--- config.mk ---
export PLATFORM = sky130hd
export DESIGN_NAME = keyed_wdog_ctrl
export DESIGN_NICKNAME = d
export VERILOG_FILES = /design/src/rtl/wdk_pkg.sv /design/src/rtl/wdk_decode.sv /design/src/rtl/wdk_fsm.sv /design/src/rtl/wdk_trip.sv /design/src/rtl/keyed_wdog_ctrl.sv
export SDC_FILE = /design/constraint.sdc
export NUM_CORES = 1
export LEC_CHECK = 0
export ABC_AREA = 1
export BUFFER_PORTS_ARGS = -buffer_cell sky130_fd_sc_hd__buf_4
export CAP_MARGIN = 20
export CORE_MARGIN = 4
export CORE_UTILIZATION = 34
export CTS_CLUSTER_DIAMETER = 120
export CTS_CLUSTER_SIZE = 12
export DETAILED_ROUTE_END_ITERATION = 10
export GPL_ROUTABILITY_DRIVEN = 0
export PLACE_DENSITY = 0.78
export SLEW_MARGIN = 20
export SYNTH_ARGS = -nofsm -noshare
export SYNTH_HDL_FRONTEND = slang
export SYNTH_SLANG_ARGS = --single-unit
--- constraint.sdc ---
create_clock -name clk -period 1.1 [get_ports clk]
set_input_delay 0.11 -clock clk [delete_from_list [all_inputs] [get_ports clk]]
set_output_delay 0.11 -clock clk [all_outputs]
set_load 0.01 [all_outputs]
--- src/rtl/wdk_pkg.sv ---
// Shared types for the keyed watchdog controller.
// Assumes a two-bit state encoding that is also visible on the top ports.
package wdk_pkg;
    typedef enum logic [1:0] {
        WD_IDLE    = 2'd0,
        WD_PRE     = 2'd1,
        WD_RUN     = 2'd2,
        WD_RUN_SVC = 2'd3
    } wd_state_e;

    // Classification of one control-word write
    typedef struct packed {
        logic arm;      // key field equals the first key
        logic fire;     // key field equals the second key
        logic en;       // enable bit of the written value
        logic setup_ok; // attached timer is ready for watchdog duty
    } wr_class_t;
endpackage

--- src/rtl/wdk_decode.sv ---
// Field extraction and key classification for control-word writes.
// Purely combinational. Assumes the key field and enable bit positions fit
// inside DATA_W.
module wdk_decode
    import wdk_pkg::*;
#(
    parameter int                DATA_W    = 32,
    parameter int                KEY_LSB   = 16,
    parameter int                KEY_W     = 16,
    parameter int                EN_POS    = 14,
    parameter logic [KEY_W-1:0]  KEY_ARM   = 16'hA5C6,
    parameter logic [KEY_W-1:0]  KEY_FIRE  = 16'hDA7E,
    parameter int                MODE_W    = 2,
    parameter logic [MODE_W-1:0] MODE_WDOG = 2'd2
) (
    input  logic [DATA_W-1:0] wr_data,
    input  logic [MODE_W-1:0] timer_mode,
    input  logic              lo_half_live,
    input  logic              hi_half_live,
    input  logic              count_zero,
    output wr_class_t         cls
);
    localparam int KEY_MSB = KEY_LSB + KEY_W - 1;

    logic [KEY_W-1:0] key_field;

    // Slice the key and classify the write against both keys and timer readiness
    always_comb begin
        key_field    = wr_data[KEY_MSB:KEY_LSB];
        cls.arm      = (key_field == KEY_ARM);
        cls.fire     = (key_field == KEY_FIRE);
        cls.en       = wr_data[EN_POS];
        cls.setup_ok = (timer_mode == MODE_WDOG) && lo_half_live
                       && hi_half_live && count_zero;
    end
endmodule

--- src/rtl/wdk_fsm.sv ---
// Key-sequence state machine and enable bit.
// Flags a trip (bad key or expiry while armed) and a completed service pair.
// Assumes wr_en is a single-cycle strobe per write; reset is synchronous,
// active low.
module wdk_fsm
    import wdk_pkg::*;
(
    input  logic      clk,
    input  logic      rst_n,
    input  logic      wr_en,
    input  wr_class_t cls,
    input  logic      cnt_timeout,
    output wd_state_e state_q,
    output logic      en_q,
    output logic      trip,
    output logic      svc
);
    wd_state_e state_d;
    logic      active;

    // Armed covers both the plain and the service-pending states
    always_comb active = (state_q == WD_RUN) || (state_q == WD_RUN_SVC);

    // Next-state selection for the key sequence
    always_comb begin
        state_d = state_q;
        if (wr_en) begin
            unique case (state_q)
                WD_IDLE:
                    if (cls.arm && cls.en && cls.setup_ok) state_d = WD_PRE;
                WD_PRE:
                    if (cls.arm && cls.en)       state_d = WD_PRE;
                    else if (cls.fire && cls.en) state_d = WD_RUN;
                    else                         state_d = WD_IDLE;
                WD_RUN:
                    if (cls.arm) state_d = WD_RUN_SVC;
                WD_RUN_SVC:
                    if (cls.fire) state_d = WD_RUN;
                default: state_d = WD_IDLE;
            endcase
        end
    end

    // Trip on a bad key or an expiry while armed; service on the second key of a pair
    always_comb begin
        trip = active && ((wr_en && !cls.arm && !cls.fire) || cnt_timeout);
        svc  = (state_q == WD_RUN_SVC) && wr_en && cls.fire;
    end

    // State register
    always_ff @(posedge clk) begin
        if (!rst_n) state_q <= WD_IDLE;
        else        state_q <= state_d;
    end

    // Enable bit: follows writes until armed, then held set
    always_ff @(posedge clk) begin
        if (!rst_n)       en_q <= 1'b0;
        else if (active)  en_q <= 1'b1;
        else if (wr_en)   en_q <= cls.en;
    end

    // arming is refused while the timer is not ready
    assert_no_arm_unready_R3: assert property (@(posedge clk) disable iff (!rst_n)
        (state_q == WD_IDLE && wr_en && !cls.setup_ok) |=> (state_q == WD_IDLE));

    // the armed state is never entered straight from idle
    assert_order_R4: assert property (@(posedge clk) disable iff (!rst_n)
        (state_q == WD_IDLE) |=> (state_q == WD_IDLE || state_q == WD_PRE));

    // enable cannot drop while armed
    assert_en_held_R9: assert property (@(posedge clk) disable iff (!rst_n)
        active |=> en_q);
endmodule

--- src/rtl/wdk_trip.sv ---
// Reset-request and counter-clear generation.
// Latches any trip into a sticky reset request and registers the service
// pulse. Assumes a synchronous active-low reset.
module wdk_trip (
    input  logic clk,
    input  logic rst_n,
    input  logic trip,
    input  logic svc,
    output logic rst_req,
    output logic cnt_clear
);
    // Sticky reset request, released only by the block reset
    always_ff @(posedge clk) begin
        if (!rst_n)    rst_req <= 1'b0;
        else if (trip) rst_req <= 1'b1;
    end

    // Single-cycle counter clear on a completed service pair
    always_ff @(posedge clk) begin
        if (!rst_n) cnt_clear <= 1'b0;
        else        cnt_clear <= svc;
    end

    // the request holds until reset
    assert_sticky_R9: assert property (@(posedge clk) disable iff (!rst_n)
        rst_req |=> rst_req);

    // a trip always raises the request on the next edge
    assert_trip_R6: assert property (@(posedge clk) disable iff (!rst_n)
        trip |=> rst_req);
endmodule

--- src/rtl/keyed_wdog_ctrl.sv ---
// Keyed watchdog reset controller: top level.
// Decodes control writes, runs the two-key arming sequence, and drives the
// sticky reset request and the counter clear for an external 64-bit timer.
// Assumes the timer compares count against period itself and reports expiry
// on cnt_timeout.
module keyed_wdog_ctrl
    import wdk_pkg::*;
#(
    parameter int                DATA_W    = 32,
    parameter int                KEY_LSB   = 16,
    parameter int                KEY_W     = 16,
    parameter int                EN_POS    = 14,
    parameter logic [KEY_W-1:0]  KEY_ARM   = 16'hA5C6,
    parameter logic [KEY_W-1:0]  KEY_FIRE  = 16'hDA7E,
    parameter int                MODE_W    = 2,
    parameter logic [MODE_W-1:0] MODE_WDOG = 2'd2
) (
    input  logic              clk,
    input  logic              rst_n,
    input  logic              wr_en,
    input  logic [DATA_W-1:0] wr_data,
    input  logic [MODE_W-1:0] timer_mode,
    input  logic              lo_half_live,
    input  logic              hi_half_live,
    input  logic              count_zero,
    input  logic              cnt_timeout,
    output logic [1:0]        wd_state,
    output logic              wd_en,
    output logic              cnt_clear,
    output logic              rst_req
);
    wr_class_t cls;
    wd_state_e state_q;
    logic      trip;
    logic      svc;

    wdk_decode #(
        .DATA_W(DATA_W), .KEY_LSB(KEY_LSB), .KEY_W(KEY_W), .EN_POS(EN_POS),
        .KEY_ARM(KEY_ARM), .KEY_FIRE(KEY_FIRE),
        .MODE_W(MODE_W), .MODE_WDOG(MODE_WDOG)
    ) u_decode (
        .wr_data      (wr_data),
        .timer_mode   (timer_mode),
        .lo_half_live (lo_half_live),
        .hi_half_live (hi_half_live),
        .count_zero   (count_zero),
        .cls          (cls)
    );

    wdk_fsm u_fsm (
        .clk         (clk),
        .rst_n       (rst_n),
        .wr_en       (wr_en),
        .cls         (cls),
        .cnt_timeout (cnt_timeout),
        .state_q     (state_q),
        .en_q        (wd_en),
        .trip        (trip),
        .svc         (svc)
    );

    wdk_trip u_trip (
        .clk       (clk),
        .rst_n     (rst_n),
        .trip      (trip),
        .svc       (svc),
        .rst_req   (rst_req),
        .cnt_clear (cnt_clear)
    );

    // Expose the state encoding on the port
    always_comb wd_state = state_q;

    // a clear pulse only follows a pending service
    assert_clear_after_pending_R8: assert property (@(posedge clk) disable iff (!rst_n)
        cnt_clear |-> ($past(wd_state) == 2'd3));

    // a new request only comes from the armed states
    assert_req_from_armed_R7: assert property (@(posedge clk) disable iff (!rst_n)
        $rose(rst_req) |-> ($past(wd_state) >= 2'd2));
endmodule

; Yosys cells after proc, flatten, opt, wreduce, memory -nomap -nowiden
; Index checks and enable logic that the tools add are counted.
; Widths: inputs -> output; s select.
[op_classes]
addsub = 0
mul = 0
div_mod_pow = 0
magnitude_cmp = 0
n_eq_ne = 9
shifts = 0
muxes = 8
n_bitwise = 0
reduce_logical = 18
[ops]
columns = cell, n
row1 = $eq 16x16->1 const B, 2
row2 = $logic_and 1x1->1, 11
row3 = $mux 2, 5
row4 = $pmux 2 s4, 1
row5 = $eq 2x2->1 const B, 3
row6 = $ne 2x1->1 const B, 3
row7 = $reduce_and 4->1, 1
row8 = $eq 2x1->1 const B, 1
row9 = $logic_not 1->1, 2
row10 = $logic_not 2->1, 1
row11 = $logic_or 1x1->1, 2
row12 = $mux 1, 2
row13 = $reduce_bool 2->1, 1
[totals]
reg_bits = 5
latchBits = 0
mem_bits_rw = 0
mem_bits_ro = 0
input_bits = 41
output_inout_bits = 5
elab_cells = 39
n_memories = 0

; Logic depth before layout (Yosys ltp)
; Gate-level depths: netlist of run 1.
[depth]
depth_word = 7
mapped_depth = 10
mapped_depth_nobuf = 10

; Cells and area by module
; From an unflattened synthesis of run 1, not the netlist that was laid out.
[hier_totals]
cells_unflattened = 83
area_unflattened_um2 = 436.7
[modules_own_cells]
columns = module, n_inst, cells_per_inst, area_each_um2, seq_area_each_um2
row1 = wdk_fsm, 1, 34, 209.0, 60.1
row2 = wdk_decode, 1, 42, 168.9, 0.0
row3 = wdk_trip, 1, 7, 58.8, 40.0

; Worst setup path before layout of run 1
; No wires, ideal clock.
[synth_path]
kind = reg2reg
start = reg u_fsm.state_q[0]
end = reg u_fsm.state_q[0]
t_arrival_ns = 0.852
required_time_ns = 0.982
path_slack_ns = 0.131
stages_incl_launch_ff = 6
n_path_buf = 0
period_less_slack_ns = 0.969
cell_sequence = dfxtp_1 -> nand2_1 -> nor2_1 -> nor2_2 -> nand3_1 -> a21oi_1
[synth_via]
elab_chain_len = 3
elab_cells_between_ends = 9
classes_between = eq/ne (6) / mux (1) / reduce/logical (2)
[synth_lines]
columns = item, line_no
row1 = from (decl), wdk_fsm.sv:13  ; output wd_state_e state_q,
row2 = from (signal assigned), wdk_fsm.sv:53  ; else state_q <= state_d;
row3 = $eq 2x2->1 or $logic_not 2->1 (tied branches), wdk_fsm.sv:28  ; unique case (state_q)
row4 = $ne 2x1->1 (no source line), n/a
row5 = $reduce_and 4->1 (no source line), n/a
; Parallel ways exist; a longest one is shown, timed or not.
; A chain may end at the register's enable or synchronous reset.

; Worst setup path in the final report of run 1
; Same ends and word-level chain as after synthesis.

==> results by group, run 1 <==
Run status
  • Status: completed

Synth
  • Net Count, Synth: between 100 and 150
  • Register area share after synthesis: 0.222
  • Yosys cell types: 13
  • Commonest cells post-synth: nand2_1, inv_1, nor2_1
  • Number of synthesized flops with an enable pin: 0
  • Cell taking the most area after synthesis: dfxtp_1
  • Count leader, synth: nand2_1
  • Ys flop type: dfxtp_1
  • Post-Syn Instances: 84
  • Yosys warns: 0
  • Ys async rst share: 0
  • Synthesized area: ~450 um2
  • Syn Area/Cell: 5.36 um2
  • #FFs+latches synth: 5
  • Top cells by area, synth: dfxtp_1, nand2_1, inv_1
  • Share of the synthesized area in the top cell type: 0.222

Floorplan
  • Die Y: 44.4 um
  • Top Ports: 46
  • Initial core utilization: 0.385
  • Core area: 1170 um2
  • DIE WIDTH: roughly 44 um
  • Site Rows: 12
  • DIE AREA: between 1500 and 2000 um2

Clock network
  • Clk Tree Root Cell: clkbuf_4
  • CTS Sinks: 5
  • CTS H-tree depth: 1
  • Hold_buf cts: 0
  • TritonCTS clock tree: built
  • Post-CTS Setup Inserts: 0
  • Clock latency on the worst-skew pair: about 0.24 ns
  • Clock-pin slew on the worst setup and hold paths: 0.04 ns
  • Longest Clk Path Bufs: 2
  • TritonCTS Buffers: 3

Final layout
  • # fillers: 113
  • Share of cells above drive strength 1: 0.361
  • Final cell count without fillers: 133
  • Area Overhead vs Synth: 61.7%
  • ANT cells: 0
  • Register area: approximately 100 um2
  • Design area: 728 um2
  • Final #Nets: ~160
  • Final core utilization: 0.622
  • Area of the multi-input gates: just under 300 um2

Timing
  • Hold Fails Final Rpt: 0
  • Min Tclk post-route: a little under 1 ns
  • Clock skew: ~0.00076 ns
  • RSZ-0062 raised after global routing: false
  • Max Freq: between 1000 and 1500 MHz
  • Worst slew margin: 0.861
  • Slew Viols, Final: 0
  • Worst-margin pin slew: just over 0.2 ns
  • Tcrit/Tclk final: 0.884
  • # setup viols final: 0

Placed design
  • Dpl cells: between 100 and 150
  • DP Wirelength: roughly 1000 um
  • Number of port buffers: 30
  • Dpl cell area: ~700 um2

Pwr
  • Maximum VDD drop: between 0.6 and 0.7 mV
  • LEAKAGE: 0.381 nW
  • Power Density: 726 nW/um2

GRT
  • Number of global-route vias before repair: 555
  • Largest net degree at the start of global routing: 7
  • First-pass GRT wire length: between 2000 and 2500 um
  • GRT Total Usage: 0.136
  • Routing usage on met3: 0.0650
  • Initial antenna violation count: 0
  • GR peak layer: met2
  • M2 GR Usage: 0.233
  • Global routing met1 resource utilization: 0.157
  • Total global routing overflow: 0

Drt
  • DR DRC count: 0
  • Wirelength, routed: 1170 um
  • Via count: roughly 600
  • ANT nets after route: 0
  • Post-DR vias/cell: about 4.5
  • Wire per inst: roughly 8.8 um
  • Detailed Route Iter0 Violations: 16
  • Pre-antenna DRT Iters: 3

Critical path
  • Arr. time, crit path: approximately 1.1 ns
  • Maximum fanout along the worst path: 5
  • R2R setup slack: about 0.13 ns
  • Worst path required time: ~1.2 ns
  • Setup crit end kind: register
  • CP Class: register to register
  • Startpoint Class: register

Run
  • Max Cap Viol: 0

Min path
  • Worst Hold Class: primary input to register
==> stage by stage <==
| stage | setup WS (ns) | power (mW) | TNS (ns) | hold WS [ns] |
|---|---|---|---|---|
| 6_report | 0.128 | 0.528 | 0 | 0.135 |
| 3_5_place_dp | -0.0324 | 0.321 | -0.0580 | 0.380 |
| 3_3_place_gp | 0.00291 | 0.318 | 0 | 0.377 |
| 4_1_cts | 0.0950 | 0.539 | 0 | 0.127 |
| 5_1_grt | 0.0231 | 0.567 | 0 | 0.163 |
| 2_1_floorplan | 0.131 | 0.233 | 0 | 0.235 |
==> report_power, final <==
group	leakage [nW]	internal [mW]	total, mW	switching (mW)
Clock	0.0150	0.137	0.211	0.0738
Sequential	0.0410	0.184	0.185	0.000829
Combinational	0.325	0.0768	0.133	0.0559
==> flip-flops by register name, indices dropped and copies added (netlist names) <==
| signal | flops |
|---|---|
| u_fsm.state_q | 2 |
| u_fsm.en_q | 1 |
| u_trip.rst_req | 1 |
| u_trip.cnt_clear | 1 |
==> cell usage in the layout (no fill, tap or decap) <==
master	Yosys	layout
a21oi_1	5	5
buf_4	0	31
clkbuf_1	0	1
clkbuf_4	0	3
dfxtp_1	5	4
dfxtp_2	0	1
inv_1	15	15
nand2_1	26	26
nand2_2	3	3
nand3_1	3	3
nand4_1	3	3
nor2_1	15	15
nor2_2	3	3
nor2_4	2	2
nor3_1	1	1
nor4_1	1	1
o21ai_1	2	2
==> per-layer routing <==
metal  part of all wire  up-vias
met4                  0        0
met3              0.075        0
met5                  0        -
met2               0.51       19
li1                   -      328
met1               0.41      248
==> critical path, stage by stage, from the launching register on <==
cell,delay [ns]
dfxtp_1,0.38
nand2_1,0.09
nor2_1,0.19
nor2_2,0.07
nand3_1,0.07
a21oi_1,0.06
==> cell families (layout without fill, tap and decap cells) <==
kind of cell | count (synthesis) | after routing | synth area share
buffers and inverters | 15 | 50 | 0.125
AO/OA/AOI/OAI | 7 | 7 | 0.0778
flip-flops | 5 | 5 | 0.222
AND/OR/NAND/NOR | 57 | 57 | 0.575
==> layout make-up <==
type / count / area share
Multi-Input combinational cell: 64 / 0.404
Timing Repair Buffer: 31 / 0.320
Sequential cell: 5 / 0.139
Inverter: 15 / 0.0773
Clock buffer: 4 / 0.0361
Tap cell: 14 / 0.0241
==> timing repair <==
action	4_1_cts	5_1_grt
endpoints found under the hold margin	0	0
endpoints found under the setup margin	0	2
resized for setup	0	1
==> path summary, 6_finish.rpt <==
check                             endpoint                          start  cells after the start
max          u_fsm.state_q[0]$_SDFFE_PN0P_  u_fsm.state_q[0]$_SDFFE_PN0P_                      5
min reg2reg    u_trip.rst_req$_SDFFE_PN0P_    u_trip.rst_req$_SDFFE_PN0P_                      2
min            u_trip.cnt_clear$_SDFF_PN0_                          rst_n                      3
max reg2reg  u_fsm.state_q[0]$_SDFFE_PN0P_  u_fsm.state_q[0]$_SDFFE_PN0P_                      5
No activity file was read; power rests on OpenSTA's default activity.
==> inputs of run 2 (changes only) <==
--- a/config.mk
+++ b/config.mk
@@ -8,13 +8,14 @@
 export ABC_AREA = 1
 export BUFFER_PORTS_ARGS = -buffer_cell sky130_fd_sc_hd__buf_4
 export CAP_MARGIN = 20
-export CORE_MARGIN = 4
+export CORE_MARGIN = 8
 export CORE_UTILIZATION = 34
 export CTS_CLUSTER_DIAMETER = 120
 export CTS_CLUSTER_SIZE = 12
 export DETAILED_ROUTE_END_ITERATION = 10
 export GPL_ROUTABILITY_DRIVEN = 0
 export PLACE_DENSITY = 0.78
+export SKIP_CTS_REPAIR_TIMING = 1
 export SLEW_MARGIN = 20
 export SYNTH_ARGS = -nofsm -noshare
 export SYNTH_HDL_FRONTEND = slang
==> results by group, run 2 (same netlist as run 1, synthesis figures left out) <==
Final layout
  • Biggest register: u_fsm.state_q
  • Final #Nets: approximately 160
  • # fillers: 141
  • Share of cells above drive strength 1: 0.367
  • ANT cells: 0
  • Area Overhead vs Synth: 63.6%
  • Final cell count without fillers: approximately 140
  • Commonest non-fill, non-tap cell in the layout: buf_4
  • Commonest non-fill, non-tap cells in the layout: buf_4, nand2_1, inv_1, nor2_1, a21oi_1
  • Largest register FFs: 2

Critical path
  • Cell family with most CP delay: flip-flops
  • Maximum fanout along the worst path: 6
  • Critical path, cell by cell: inv_1 -> nor2_1 -> nand2_1 -> nand2_1 -> nor2_2 -> nand3_1 -> a21oi_1
  • Startpoint Class: register
  • Crit-path slowest cell: dfxtp_2
  • Crit path largest cell delay: around 0.34 ns
  • Arr. time, crit path: 1.16 ns
  • Worst path bufs/invs: 1
  • CP Class: register to register
  • Top cell by count, worst path: nand2_1
  • Worst path required time: 1.28 ns
  • Setup crit end kind: register

Drt
  • Detailed Route Iter0 Violations: 11
  • Post-DR vias/cell: ~4.5
  • Pre-antenna DRT Iters: 4
  • DR WL met3: approximately 100 um
  • Wire per inst: ~9.6 um
  • Via count: around 600
  • DRT met1 WL: approximately 570 um
  • DR DRC count: 0
  • ANT nets after route: 0
  • Uppermost layer routed: met3
  • Metal2 WL: around 620 um
  • Wirelength, routed: between 1000 and 1500 um

Timing
  • RSZ-0062 raised after global routing: false
  • Worst slew margin: 0.823
  • Tcrit/Tclk final: 0.893
  • Hold Fails Final Rpt: 0
  • Final setup margin: between 0.1 and 0.15 ns
  • Max Freq: 1020 MHz
  • Worst hold margin: between 0.1 and 0.15 ns
  • # setup viols final: 0
  • Clock skew: between 0.0015 and 0.002 ns
  • Min Tclk post-route: 0.982 ns
  • TNS Setup: 0 ns
  • Worst-margin pin slew: 0.262 ns
  • Slew Viols, Final: 0

Pwr
  • Total design power: 0.532 mW
  • Clock Power Share: 0.406
  • Internal: 0.398 mW
  • NetSw: 0.134 mW
  • Switching fraction of total power: 0.252
  • Maximum VDD drop: a little under 0.9 mV
  • Power Density: between 700 and 800 nW/um2
  • Sequential share of power: 0.347
  • Comb power frac: 0.247
  • LEAKAGE: just under 0.4 nW

Floorplan
  • Core area: ~1300 um2
  • DIE WIDTH: 52.4 um
  • Die Y: about 52 um
  • Top Ports: between 40 and 50
  • Site Rows: 13
  • Initial core utilization: 0.355
  • DIE AREA: between 2000 and 3000 um2

Clock network
  • Clock-pin slew on the worst setup and hold paths: approximately 0.04 ns
  • CTS H-tree depth: 1
  • Clock latency on the worst-skew pair: ~0.24 ns
  • TritonCTS clock tree: built
  • TritonCTS Buffers: 3
  • CTS Sinks: 5
  • Longest Clk Path Bufs: 2
  • Clk Tree Root Cell: clkbuf_4

Placed design
  • Pre-CTS WS: -0.0254 ns
  • DP Wirelength: 1150 um
  • Dpl cells: 131
  • Number of port buffers: 30

GRT
  • Number of global-route vias before repair: 582
  • First-pass GRT wire length: approximately 2200 um
  • GRT Total Usage: 0.0990
  • Total global routing overflow: 0
  • Largest net degree at the start of global routing: 7
  • Initial antenna violation count: 0

Min path
  • Worst Hold Class: primary input to register

Run
  • Max Cap Viol: 0

Run status
  • Status: completed
[run 2: worst register-to-register path, stage by stage, from the launching register on]
cell,delay [ns]
dfxtp_2,0.34
inv_1,0.11
nor2_1,0.05
nand2_1,0.06
nand2_1,0.05
nor2_2,0.09
nand3_1,0.08
a21oi_1,0.12
[run 2: area by class of cell]
class | instances | area [um2] | area share
well taps | 15 | 18.8 | 0.0255
multi-input cells | 64 | 294 | 0.399
flip-flops and latches | 5 | 101 | 0.138
repair buffers | 32 | 240 | 0.326
clock buffers | 4 | 26.3 | 0.0357
inverters | 15 | 56.3 | 0.0764
[run 2: final timing paths]
path              cells after the start                             to  slack (ns)                          start
setup / recovery                      7  u_fsm.state_q[0]$_SDFFE_PN0P_        0.12  u_fsm.state_q[1]$_SDFFE_PN0P_
hold / removal                        3    u_trip.cnt_clear$_SDFF_PN0_        0.13                          rst_n
setup reg to reg                      7  u_fsm.state_q[0]$_SDFFE_PN0P_        0.12  u_fsm.state_q[1]$_SDFFE_PN0P_
hold reg to reg                       2    u_trip.rst_req$_SDFFE_PN0P_        0.45    u_trip.rst_req$_SDFFE_PN0P_
[run 2: layer usage]
| metal | up-vias | GRT usage |
|---|---|---|
| li1 | 327 | - |
| met1 | 255 | 0.108 |
| met2 | 21 | 0.170 |
| met3 | 0 | 0.0511 |
| met4 | 0 | 0.0129 |
| met5 | - | 0 |
[run 2: stage by stage]
stage	utilization	area, um2
2_1_floorplan	-	450
3_3_place_gp	0.559	709
3_5_place_dp	0.559	709
4_1_cts	0.580	736
5_1_grt	0.581	737
6_report	0.581	737
[run 2: power by group through the flow]
| stage | clock, mW | sequential, mW | combinational, mW |
|---|---|---|---|
| 2_1_floorplan | 0 | 0.189 | 0.0438 |
| 3_3_place_gp | 0 | 0.188 | 0.130 |
| 3_5_place_dp | 0 | 0.188 | 0.133 |
| 4_1_cts | 0.223 | 0.185 | 0.133 |
| 5_1_grt | 0.236 | 0.185 | 0.148 |
| 6_report | 0.216 | 0.185 | 0.131 |
==> inputs of run 3 (changes only) <==
--- a/config.mk
+++ b/config.mk
@@ -15,6 +15,7 @@
 export DETAILED_ROUTE_END_ITERATION = 10
 export GPL_ROUTABILITY_DRIVEN = 0
 export PLACE_DENSITY = 0.78
+export SETUP_SLACK_MARGIN = 0.4
 export SKIP_CTS_REPAIR_TIMING = 1
 export SLEW_MARGIN = 20
 export SYNTH_ARGS = -nofsm -noshare
==> constraint.sdc (replaced) <==
create_clock -name clk -period 1.1 [get_ports clk]
set_input_delay 0.11 -clock clk [delete_from_list [all_inputs] [get_ports clk]]
set_output_delay 0.11 -clock clk [all_outputs]
set_load 0.05 [all_outputs]
==> results by group, run 3 (same netlist as run 1, synthesis figures left out) <==
Run status
  • Status: completed

Critical path
  • Arr. time, crit path: between 0.8 and 0.9 ns
  • Worst path required time: 0.99 ns
  • R2R setup slack: roughly 0.16 ns
  • CP Class: register to primary output
  • R2R cell count: 7
  • Cell family with most CP delay: flip-flops
  • Maximum fanout along the worst path: 6
  • Critical path, cell by cell: buf_4
  • Reg2reg start: u_fsm.state_q[1]$_SDFFE_PN0P_
  • Setup crit end kind: primary output
  • Crit path largest cell delay: between 0.3 and 0.4 ns
  • Crit-path slowest cell: dfxtp_4
  • Startpoint Class: register
  • Worst path bufs/invs: 1
  • Reg2reg end: u_fsm.state_q[1]$_SDFFE_PN0P_

Final layout
  • Area Overhead vs Synth: 71.4%
  • Largest register FFs: 2
  • Share of cells above drive strength 1: 0.449
  • Commonest non-fill, non-tap cell in the layout: buf_4
  • Biggest register: u_fsm.state_q
  • Final #Nets: 160
  • Commonest non-fill, non-tap cells in the layout: buf_4, nand2_1, inv_1, nor2_1, nor2_2
  • ANT cells: 0
  • Final core utilization: 0.608
  • Final cell count without fillers: roughly 130

Placed design
  • DP Wirelength: between 1000 and 1500 um
  • Number of port buffers: 30
  • Dpl cells: between 100 and 150

Timing
  • # setup viols final: 0
  • Tcrit/Tclk final: 0.852
  • Hold Fails Final Rpt: 0
  • Slew Viols, Final: 0
  • Max Freq: 1070 MHz
  • Worst slew margin: 0.869
  • RSZ-0062 raised after global routing: true
  • Worst-margin pin slew: a little under 0.2 ns
  • Clock skew: 0.00489 ns
  • Min Tclk post-route: between 0.9 and 1 ns

Min path
  • Worst Hold Class: primary input to register
  • Hold depth: 3
  • Hold Startpoint: rst_n
  • Hold EP: u_trip.cnt_clear$_SDFF_PN0_

Floorplan
  • DIE WIDTH: roughly 52 um
  • Die Y: 52.4 um
  • Site Rows: 13
  • Top Ports: 46
  • Initial core utilization: 0.355
  • DIE AREA: approximately 2700 um2
  • Core area: ~1300 um2

Drt
  • DR DRC count: 0
  • Post-DR vias/cell: ~4.7
  • Via count: 620
  • Detailed Route Iter0 Violations: 7
  • Pre-antenna DRT Iters: 4
  • Wirelength, routed: ~1300 um
  • Wire per inst: approximately 9.9 um
  • ANT nets after route: 0

Clock network
  • Clock-pin slew on the worst setup and hold paths: ~0.04 ns
  • CTS H-tree depth: 1
  • Clock latency on the worst-skew pair: about 0.24 ns
  • TritonCTS clock tree: built
  • Longest Clk Path Bufs: 2
  • TritonCTS Buffers: 3
  • Clk Tree Root Cell: clkbuf_4
  • CTS Sinks: 5

Run
  • Max Cap Viol: 0

GRT
  • Initial antenna violation count: 0
  • First-pass GRT wire length: approximately 2000 um
  • Largest net degree at the start of global routing: 8
  • Total global routing overflow: 0
  • GRT Total Usage: 0.0941
  • Number of global-route vias before repair: between 500 and 600

Pwr
  • LEAKAGE: approximately 0.38 nW
  • Maximum VDD drop: between 0.7 and 0.8 mV
  • Power Density: between 600 and 700 nW/um2
[run 3: cell count changes in the layout (fill, tap and decap cells not counted), sizes merged]
cell | previous run | this run
buf | 32 | 30
[run 3: where the power goes]
part           internal (mW)  switching (mW)  total [mW]  leakage [nW]
Combinational         0.0806          0.0634       0.144         0.326
Sequential             0.178         0.00168       0.180        0.0438
Clock                  0.137          0.0751       0.212        0.0150
Total                  0.396           0.140       0.536         0.385
[run 3: worst max path at each step]
stage	endpoint	slack, ns	cells after the start	from
after detailed placement	u_fsm.state_q[1]$_SDFFE_PN0P_	-0.006	10	wr_data[24]
after global placement	u_fsm.state_q[1]$_SDFFE_PN0P_	0.01	10	wr_data[24]
after CTS	u_fsm.state_q[1]$_SDFFE_PN0P_	0.16	7	u_fsm.state_q[1]$_SDFFE_PN0P_
after global routing	u_fsm.state_q[1]$_SDFFE_PN0P_	0.07	7	u_fsm.state_q[1]$_SDFFE_PN0P_
after floorplan	u_fsm.state_q[0]$_SDFFE_PN0P_	0.16	7	u_fsm.state_q[1]$_SDFFE_PN0P_
final	wd_state[1]	0.16	1	u_fsm.state_q[1]$_SDFFE_PN0P_
[run 3: metal layers]
metal | global-route usage | wire [um]
met1 | 0.0909 | 499
met2 | 0.164 | 689
met3 | 0.0653 | 122
met4 | 0.0129 | 0
met5 | 0 | 0
[run 3: final cells by class]
type	count	area, um2
sequential	5	114
tap	15	18.8
clock buffer	4	26.3
fill	129	497
inverter	15	58.8
multi-input combinational	64	310
timing repair buffer	30	244
[run 3: through the flow]
step / area, um2 / power [mW] / worst slack (ns) / hold slack (ns) / TNS, ns
after floorplan: 470 / 0.234 / 0.158 / 0.236 / 0
after detailed placement: 714 / 0.322 / -0.00618 / 0.381 / -0.00618
final: 772 / 0.536 / 0.163 / 0.124 / 0
after global placement: 714 / 0.319 / 0.0123 / 0.379 / 0
after CTS: 741 / 0.541 / 0.157 / 0.126 / 0
after global routing: 772 / 0.587 / 0.0667 / 0.107 / 0
